[src/rtl/pol_pkg.sv]
package pol_pkg;
    typedef enum logic [1:0] {
        ST_LOAD    = 2'd0,
        ST_HOLD    = 2'd1,
        ST_RELEASE = 2'd2,
        ST_RUN     = 2'd3
    } pol_state_t;
endpackage

[src/rtl/pol_fetch.sv]
module pol_fetch #(
    parameter int              ADDR_W = 16,
    parameter logic [15:0]     BASE   = 16'h7F00,
    parameter int              NBYTES = 8,
    parameter int              IDX_W  = 4
) (
    input  logic              clk,
    input  logic              rst_n,
    input  logic              fetch_en,
    output logic [ADDR_W-1:0] rom_addr,
    output logic              cap_vld,
    output logic [IDX_W-1:0]  cap_idx,
    output logic              fetch_done
);
    localparam logic [IDX_W-1:0] LAST = IDX_W'(NBYTES);

    logic [IDX_W-1:0] rd_idx;
    logic             issue;

    assign issue      = fetch_en && (rd_idx != LAST);
    assign fetch_done = (rd_idx == LAST);
    assign rom_addr   = ADDR_W'(BASE) + ADDR_W'(rd_idx);

    always_ff @(posedge clk or negedge rst_n) begin
        if (!rst_n) begin
            rd_idx  <= '0;
            cap_vld <= 1'b0;
            cap_idx <= '0;
        end else begin
            cap_vld <= issue;
            cap_idx <= rd_idx;
            if (issue) begin
                rd_idx <= rd_idx + 1'b1;
            end
        end
    end

    AST_CAP_IDX_RANGE: assert property (@(posedge clk) disable iff (!rst_n)
        cap_vld |-> (cap_idx < LAST));
endmodule

[src/rtl/pol_store.sv]
module pol_store #(
    parameter int NUM_PINS = 32,
    parameter int IDX_W    = 4
) (
    input  logic                clk,
    input  logic                rst_n,
    input  logic                cap_vld,
    input  logic [IDX_W-1:0]    cap_idx,
    input  logic [7:0]          rom_data,
    output logic [NUM_PINS-1:0] od_vec,
    output logic [NUM_PINS-1:0] pu_vec
);
    localparam int NPB = NUM_PINS / 8;

    for (genvar g = 0; g < NPB; g++) begin : g_byte
        always_ff @(posedge clk or negedge rst_n) begin
            if (!rst_n) begin
                od_vec[8*g +: 8] <= '0;
                pu_vec[8*g +: 8] <= '0;
            end else if (cap_vld) begin
                if (cap_idx == IDX_W'(g)) begin
                    od_vec[8*g +: 8] <= rom_data;
                end
                if (cap_idx == IDX_W'(NPB + g)) begin
                    pu_vec[8*g +: 8] <= rom_data;
                end
            end
        end
    end
endmodule

[src/rtl/pol_timer.sv]
module pol_timer #(
    parameter int WINDOW = 30000,
    parameter int CNT_W  = 15
) (
    input  logic clk,
    input  logic rst_n,
    input  logic count_en,
    output logic win_done
);
    localparam logic [CNT_W-1:0] LIMIT = CNT_W'(WINDOW - 1);

    logic [CNT_W-1:0] cnt;

    assign win_done = (cnt == LIMIT);

    always_ff @(posedge clk or negedge rst_n) begin
        if (!rst_n) begin
            cnt <= '0;
        end else if (count_en && !win_done) begin
            cnt <= cnt + 1'b1;
        end
    end

    AST_CNT_NO_OVERFLOW: assert property (@(posedge clk) disable iff (!rst_n)
        cnt <= LIMIT);
endmodule

[src/rtl/port_opt_loader.sv]
module port_opt_loader #(
    parameter int          NUM_PINS      = 32,
    parameter int          WINDOW_CYCLES = 30000,
    parameter logic [15:0] OPT_BASE      = 16'h7F00,
    parameter int          OPT_SIZE      = 256
) (
    input  logic                clk,
    input  logic                rst_n,
    input  logic [7:0]          rom_data_i,
    output logic [15:0]         rom_addr_o,
    output logic [NUM_PINS-1:0] port_od_o,
    output logic [NUM_PINS-1:0] port_pu_o,
    output logic                port_safe_o,
    output logic                cpu_start_o
);
    import pol_pkg::*;

    localparam int NPB    = NUM_PINS / 8;
    localparam int NBYTES = 2 * NPB;
    localparam int IDX_W  = $clog2(NBYTES + 1);
    localparam int CNT_W  = $clog2(WINDOW_CYCLES + 1);

    pol_state_t state, state_nx;

    logic                fetch_en;
    logic                cap_vld;
    logic [IDX_W-1:0]    cap_idx;
    logic                fetch_done;
    logic                win_done;
    logic                count_en;
    logic [NUM_PINS-1:0] od_vec;
    logic [NUM_PINS-1:0] pu_vec;

    pol_fetch #(
        .ADDR_W (16),
        .BASE   (OPT_BASE),
        .NBYTES (NBYTES),
        .IDX_W  (IDX_W)
    ) u_fetch (
        .clk        (clk),
        .rst_n      (rst_n),
        .fetch_en   (fetch_en),
        .rom_addr   (rom_addr_o),
        .cap_vld    (cap_vld),
        .cap_idx    (cap_idx),
        .fetch_done (fetch_done)
    );

    pol_store #(
        .NUM_PINS (NUM_PINS),
        .IDX_W    (IDX_W)
    ) u_store (
        .clk      (clk),
        .rst_n    (rst_n),
        .cap_vld  (cap_vld),
        .cap_idx  (cap_idx),
        .rom_data (rom_data_i),
        .od_vec   (od_vec),
        .pu_vec   (pu_vec)
    );

    pol_timer #(
        .WINDOW (WINDOW_CYCLES),
        .CNT_W  (CNT_W)
    ) u_timer (
        .clk      (clk),
        .rst_n    (rst_n),
        .count_en (count_en),
        .win_done (win_done)
    );

    // state register
    always_ff @(posedge clk or negedge rst_n) begin
        if (!rst_n) begin
            state <= ST_LOAD;
        end else begin
            state <= state_nx;
        end
    end

    // next state
    always_comb begin
        state_nx = state;
        unique case (state)
            ST_LOAD:    if (fetch_done) state_nx = ST_HOLD;
            ST_HOLD:    if (win_done)   state_nx = ST_RELEASE;
            ST_RELEASE:                 state_nx = ST_RUN;
            ST_RUN:                     state_nx = ST_RUN;
            default:                    state_nx = ST_LOAD;
        endcase
    end

    // outputs
    always_comb begin
        fetch_en    = 1'b0;
        count_en    = 1'b0;
        port_safe_o = 1'b1;
        cpu_start_o = 1'b0;
        unique case (state)
            ST_LOAD: begin
                fetch_en = 1'b1;
                count_en = 1'b1;
            end
            ST_HOLD: begin
                count_en = 1'b1;
            end
            ST_RELEASE: begin
                port_safe_o = 1'b0;
                cpu_start_o = 1'b1;
            end
            ST_RUN: begin
                port_safe_o = 1'b0;
            end
            default: begin
                port_safe_o = 1'b1;
            end
        endcase
    end

    assign port_od_o = od_vec;
    assign port_pu_o = port_safe_o ? '0 : pu_vec;

    AST_ADDR_IN_REGION: assert property (@(posedge clk) disable iff (!rst_n)
        (rom_addr_o >= OPT_BASE) && (rom_addr_o < OPT_BASE + 16'(OPT_SIZE)));
    AST_SAFE_EXIT_STROBE: assert property (@(posedge clk) disable iff (!rst_n)
        $fell(port_safe_o) |-> cpu_start_o);
    AST_SAFE_NO_RETURN: assert property (@(posedge clk) disable iff (!rst_n)
        !port_safe_o |=> !port_safe_o);
    AST_START_ONE_CYCLE: assert property (@(posedge clk) disable iff (!rst_n)
        cpu_start_o |=> !cpu_start_o);
    AST_OD_FROZEN: assert property (@(posedge clk) disable iff (!rst_n)
        !port_safe_o |=> $stable(port_od_o));
    AST_PU_FROZEN: assert property (@(posedge clk) disable iff (!rst_n)
        (!port_safe_o && !cpu_start_o) |-> $stable(port_pu_o));
endmodule

[config.mk]
export PLATFORM = sky130hd
export DESIGN_NAME = port_opt_loader
export DESIGN_NICKNAME = d
export VERILOG_FILES = /design/src/rtl/pol_pkg.sv /design/src/rtl/pol_fetch.sv /design/src/rtl/pol_store.sv /design/src/rtl/pol_timer.sv /design/src/rtl/port_opt_loader.sv
export SDC_FILE = /design/constraint.sdc
export NUM_CORES = 1
export LEC_CHECK = 0
export ABC_CLOCK_PERIOD_IN_PS = 1750
export BUFFER_PORTS_ARGS = -buffer_cell sky130_fd_sc_hd__buf_2
export CAP_MARGIN = 15
export CORE_MARGIN = 1
export CORE_UTILIZATION = 40
export DETAILED_ROUTE_END_ITERATION = 6
export GPL_ROUTABILITY_DRIVEN = 0
export HOLD_SLACK_MARGIN = 0.12
export PLACE_DENSITY = 0.6
export RECOVER_POWER = 50
export SYNTH_ARGS = -nofsm -noshare
export SYNTH_HDL_FRONTEND = slang
export SYNTH_SLANG_ARGS = --single-unit
[constraint.sdc]
create_clock -name clk -period 1.75 [get_ports clk]
set_clock_uncertainty 0.05 [all_clocks]
set_input_delay 0.0875 -clock clk [delete_from_list [all_inputs] [get_ports clk]]
set_output_delay 0.0875 -clock clk [all_outputs]
set_load 0.1 [all_outputs]
Word level (Yosys, flattened, before mapping)
Index checks and enable logic that the tools add are counted.
- add/subtract/negate cells: 3
- eq/ne operators: 15
- mux-type cells: 8
- reductions and logical operators: 16
- operator list (operator ; number):
    $mux W32 ; 1
    $reduce_and A2 Y1 ; 9
    $add A15 B4 Y16 const A ; 1
    $eq A4 B3 Y1 const B ; 4
    $add A15 B1 Y15 const B ; 1
    $eq A15 B15 Y1 const B ; 1
    $eq A4 B2 Y1 const B ; 2
    $pmux W2 S3 ; 1
    $add A4 B1 Y4 const B ; 1
    $eq A2 B2 Y1 const B ; 2
    $eq A4 B1 Y1 const B ; 1
    $eq A4 B4 Y1 const B ; 1
    $logic_not A4 Y1 ; 1
    $mux W1 ; 4
    $mux W2 ; 2
    $ne A4 B4 Y1 const B ; 1
    $reduce_or A2 Y1 ; 2
    $eq A2 B1 Y1 const B ; 1
    $logic_and A1 B1 Y1 ; 2
    $logic_not A2 Y1 ; 1
    $ne A2 B1 Y1 const B ; 1
    $ne A2 B2 Y1 const B ; 1
    $logic_not A1 Y1 ; 1
- register bits: 90
- bits of input ports: 10
- output and inout bits: 82
- word-level logic and storage cells: 55

Longest topological paths before layout
- depth in word-level cells: 4
- gate-level depth with buffers: 5
- depth with buffers taken out: 5

Cells and area by module
From an unflattened synthesis, not the netlist that was laid out.
- cell total of the unflattened synthesis: 297
- area total of the unflattened synthesis: 3993.8 um^2
- modules (own cells, without submodules) (module ; times used ; cells each ; area an instance (um^2) ; seq. area each (um^2)):
    pol_store ; 1 ; 144 ; 2487.4 ; 1601.5
    pol_timer ; 1 ; 69 ; 759.5 ; 375.4
    pol_fetch ; 1 ; 39 ; 430.4 ; 225.2
    port_opt_loader ; 1 ; 45 ; 316.6 ; 50.0

Worst setup path after synthesis
Ideal clock, no wire load.
- path kind: reg2out
- start: reg state[1]
- end: out cpu_start_o
- data arrival time: 2.463 ns
- required time: 1.612 ns
- slack: -0.851 ns
- cell stages (with the launch flop): 4
- path buffers: 1
- path through: dfrtp_1 clkbuf_1 inv_1 nor2_1
- longest elaborated chain between the ends: 2
- ends and longest elaborated chain (what ; RTL line ; source):
    start: declaration ; port_opt_loader.sv:23 ; pol_state_t state, state_nx;
    start signal: assignment ; port_opt_loader.sv:77 ; state <= state_nx;
    $eq A2 B2 Y1 ; port_opt_loader.sv:99 ; unique case (state)
    $mux W1 ; port_opt_loader.sv:99 ;
    end: declaration ; port_opt_loader.sv:14 ; output logic cpu_start_o
Every way passes these cells.

Final worst setup path
- start: reg u_timer.cnt[0]
- end: reg u_timer.cnt[1]
- longest elaborated chain between the ends: 3
- elaborated cells on any way between the ends: 4
- classes of those cells: add/sub: 1; eq/ne: 1; reduce/logical: 2
- ends and longest elaborated chain (what ; RTL line ; source):
    start: declaration ; pol_timer.sv:12 ; logic [CNT_W-1:0] cnt;
    start signal: assignment ; pol_timer.sv:20 ; cnt <= cnt + 1'b1;
    parallel branches: the longest is 3 deep, another holds $add A15 B1 Y15 ; - ;
Parallel ways; which one is timed is not known.
A chain may end at the register's enable or synchronous reset.

==> metrics.txt <==
max_cap viols 0; syn avg cell area 13.5 sq um; # diodes 0; total track usage 16.5%; reg2reg end u_timer.cnt[1]$_DFFE_PN0P_; synth warn 0; initial antenna violation count 0; Max Slew Vio Count 0; hold_sp u_fetch.rd_idx[3]$_DFFE_PN0P_; Synth cell types 37; Final Cycle Share 95.1%; fin util 56.7%; Total Power 4.29 mW; final worst setup slack 0.0860 ns; drt drc 0; IO Pins 92; crit path launch type flop; Initial Utilization 42.0%; Reg clk slew, reported paths 0.08 ns; # fillers 782; run status finished clean; CTS Buffer Depth 2; global route total overflow 0; worst hold margin 0.398 ns; Num CTS Buffers 9; Req. time, crit path 1.94 ns; row count 35; RSZ-0062 raised after global routing true; P_leak 2.45 nW; total routed wirelength 7.83 mm; Worst-Margin Slew 1.09 ns; Worst R2R Start u_timer.cnt[0]$_DFFE_PN0P_; Rel. slew slack 27.4%; Critical Path AT 1.86 ns; pwr dens 804 nW/um^2; vias in the first global route 2,445; hold endpoint u_fetch.cap_idx[3]$_DFF_PN0_; TritonRoute pass-1 iters 4; die height 101 microns; Worst Reg-to-Reg Cells 4; Yosys top cell by area dfrtp_1; Setup Fix Bufs, Post-CTS 0; CP max FO 4; share of layout cells above drive strength 1 45.9%; first-pass GRT wire length 12.6 mm; vias per cell 4.80; Yosys reg bits 90; Final setup viols 0; sequential share of the synthesized area 57.0%; final hold viol count 0; placed instance count 501; Vias 2,534; worst vdd ir 497 uV; Port Buf Inserts 79; Reg2Reg Setup Slack 0.09 ns; Setup Slack @ Placement 0.0876 ns; Root Driver clkbuf_8; Final HPWL DP 5.59 mm; DRT iter0 DRCs 67; Routed Antenna Nets 0; Clk Latency, worst-skew pair 0.36 ns; Die Wd 101 microns; synth top area cells dfrtp_1 (57%), mux2_2 (17%), and2_1 (5.4%); average wire per standard cell 14.8 microns; Core Area 9420 sq um; Sink Count 90; type of element capturing the critical path flop; Area growth syn-to-layout 35.1%; post-synthesis instance total 292; largest net degree at the start of global routing 47; worst hold path depth 0; kind of critical path reg -> reg; CTS H-tree depth 3; fmax 601 MHz; Netlist Area Pre-Place 3950 sq um; Synth top area share 57.0%; min Tclk post-route 1.66 ns; CTS tree built; worst hold-check path type reg -> reg; Non-Filler Instances 528; nets@finish 407; Die ar. 10,300 sq um
-- report_power, final --
part / switching (mW) / internal, mW / total, mW
Clock: 0.791 / 0.703 / 1.49
Sequential: 0.0376 / 2.15 / 2.19
Combinational: 0.496 / 0.108 / 0.604
Total: 1.32 / 2.96 / 4.29
-- cells by family (layout without fill, tap and decap cells) --
kind of cell             after synthesis  count (layout)  synth area share, %
buffers and inverters                 26             123                 3.83
AND/OR/NAND/NOR                       82              82                 13.8
adder cells (fa/ha/maj)                3               3                0.950
XOR/XNOR                              14              14                 3.10
AO/OA/AOI/OAI                          9               9                 1.52
flip-flops                            90              90                 57.0
multiplexers                          66              66                 19.6
other                                  2              12                0.190
-- placed cells by master, fill, tap and decap left out, types with 2 or more instances in the layout --
| master | n |
|---|---|
| clkbuf_1 | 2 |
| mux2_2 | 58 |
| nand3b_2 | 2 |
| a21oi_1 | 3 |
| and3_1 | 2 |
| buf_2 | 10 |
| dfrtp_2 | 2 |
| clkbuf_8 | 9 |
| nand4_1 | 5 |
| xor2_1 | 9 |
| nor3_1 | 2 |
| clkinvlp_4 | 2 |
| nor3b_4 | 2 |
| and2_1 | 34 |
| mux2_4 | 8 |
| nand2_1 | 8 |
| xnor2_1 | 5 |
| nor4_1 | 4 |
| and4_1 | 2 |
| nor2_1 | 6 |
| conb_1 | 12 |
| inv_1 | 4 |
| o21ai_0 | 2 |
| nand4b_1 | 2 |
| inv_8 | 3 |
| ha_1 | 3 |
| buf_4 | 8 |
| dfrtp_1 | 88 |
| and4b_1 | 2 |
| nand3_1 | 4 |
| buf_12 | 33 |
| clkbuf_2 | 37 |
| dlygate4sd3_1 | 11 |
-- synth_stat cells, drive strengths merged --
cell type / instances
o211ai: 1
nand2: 8
o21ai: 2
xor2: 9
and4b: 2
and3: 2
a21bo: 1
nand3: 4
xnor2: 5
nor3: 2
nand3b: 3
or3: 1
ha: 3
a41oi: 1
conb: 2
o31a: 1
nor4b: 1
nor3b: 3
buf: 16
a21oi: 3
nand4b: 2
and4: 2
nor4: 4
inv: 5
and2: 34
nand4: 5
nor2: 8
mux2: 66
clkbuf: 5
nor4bb: 1
dfrtp: 90
-- per-stage QoR --
| step | setup TNS, ns | area (sq um) |
|---|---|---|
| 6_report | 0 | 5340 |
| 5_1_grt | -0.0247 | 5340 |
| 4_1_cts | 0 | 5370 |
| 3_5_place_dp | 0 | 5030 |
| 3_3_place_gp | 0 | 5030 |
| 2_1_floorplan | -0.0744 | 4010 |
-- worst max-delay path by stage --
stage,to,cells after the start,slack (ns),start
global placement,u_timer.cnt[1]$_DFFE_PN0P_,4,0.12,u_timer.cnt[0]$_DFFE_PN0P_
CTS,u_timer.cnt[1]$_DFFE_PN0P_,4,0.08,u_timer.cnt[0]$_DFFE_PN0P_
floorplan,cpu_start_o,3,-0.07,state[1]$_DFFE_PN0P_
global route,u_timer.cnt[1]$_DFFE_PN0P_,4,-0.02,u_timer.cnt[0]$_DFFE_PN0P_
detailed placement,u_store.pu_vec[5]$_DFFE_PN0P_,3,0.09,u_fetch.cap_idx[3]$_DFF_PN0_
finish,u_timer.cnt[1]$_DFFE_PN0P_,4,0.09,u_timer.cnt[0]$_DFFE_PN0P_
-- critical path, stage by stage, from the launching register on --
cell and delay [ns]:
dfrtp_1 0.42, ha_1 0.25, and4_1 0.18, a41oi_1 0.28, mux2_2 0.37
-- routing by layer --
layer	part of all wire [%]	global-route usage, %	vias up
met5	0	0	-
met4	1.0	4.57	0
met3	4.9	4.97	7
met2	48	26.2	87
met1	47	22.0	1247
li1	-	-	1193
-- state kept, by name, summed over array words and instances, names as in the netlist --
signal and count:
u_fetch.rd_idx 4, u_timer.cnt 15, state 2, u_fetch.cap_idx 4, u_store.pu_vec 32, u_store.od_vec 32
u_fetch.cap_vld 1
-- timing repair --
action / in CTS / in global routing
pin swaps: 0 / 0
endpoints found under the hold margin: 154 / 0
hold buffers: 11 / 0
endpoints found under the setup margin: 32 / 1
gates resized for setup: 2 / 0
-- final cells by class --
class / count / area (sq um) / area share (%)
Clock buffer: 9 / 124 / 2.32
Inverter: 5 / 22.5 / 0.422
Tap cell: 129 / 161 / 3.02
Clock inverter: 7 / 96.3 / 1.81
Sequential cell: 90 / 2250 / 42.3
Multi-Input combinational cell: 186 / 1590 / 29.8
Timing Repair Buffer: 102 / 1080 / 20.3
(Power assumes the default switching activity.)
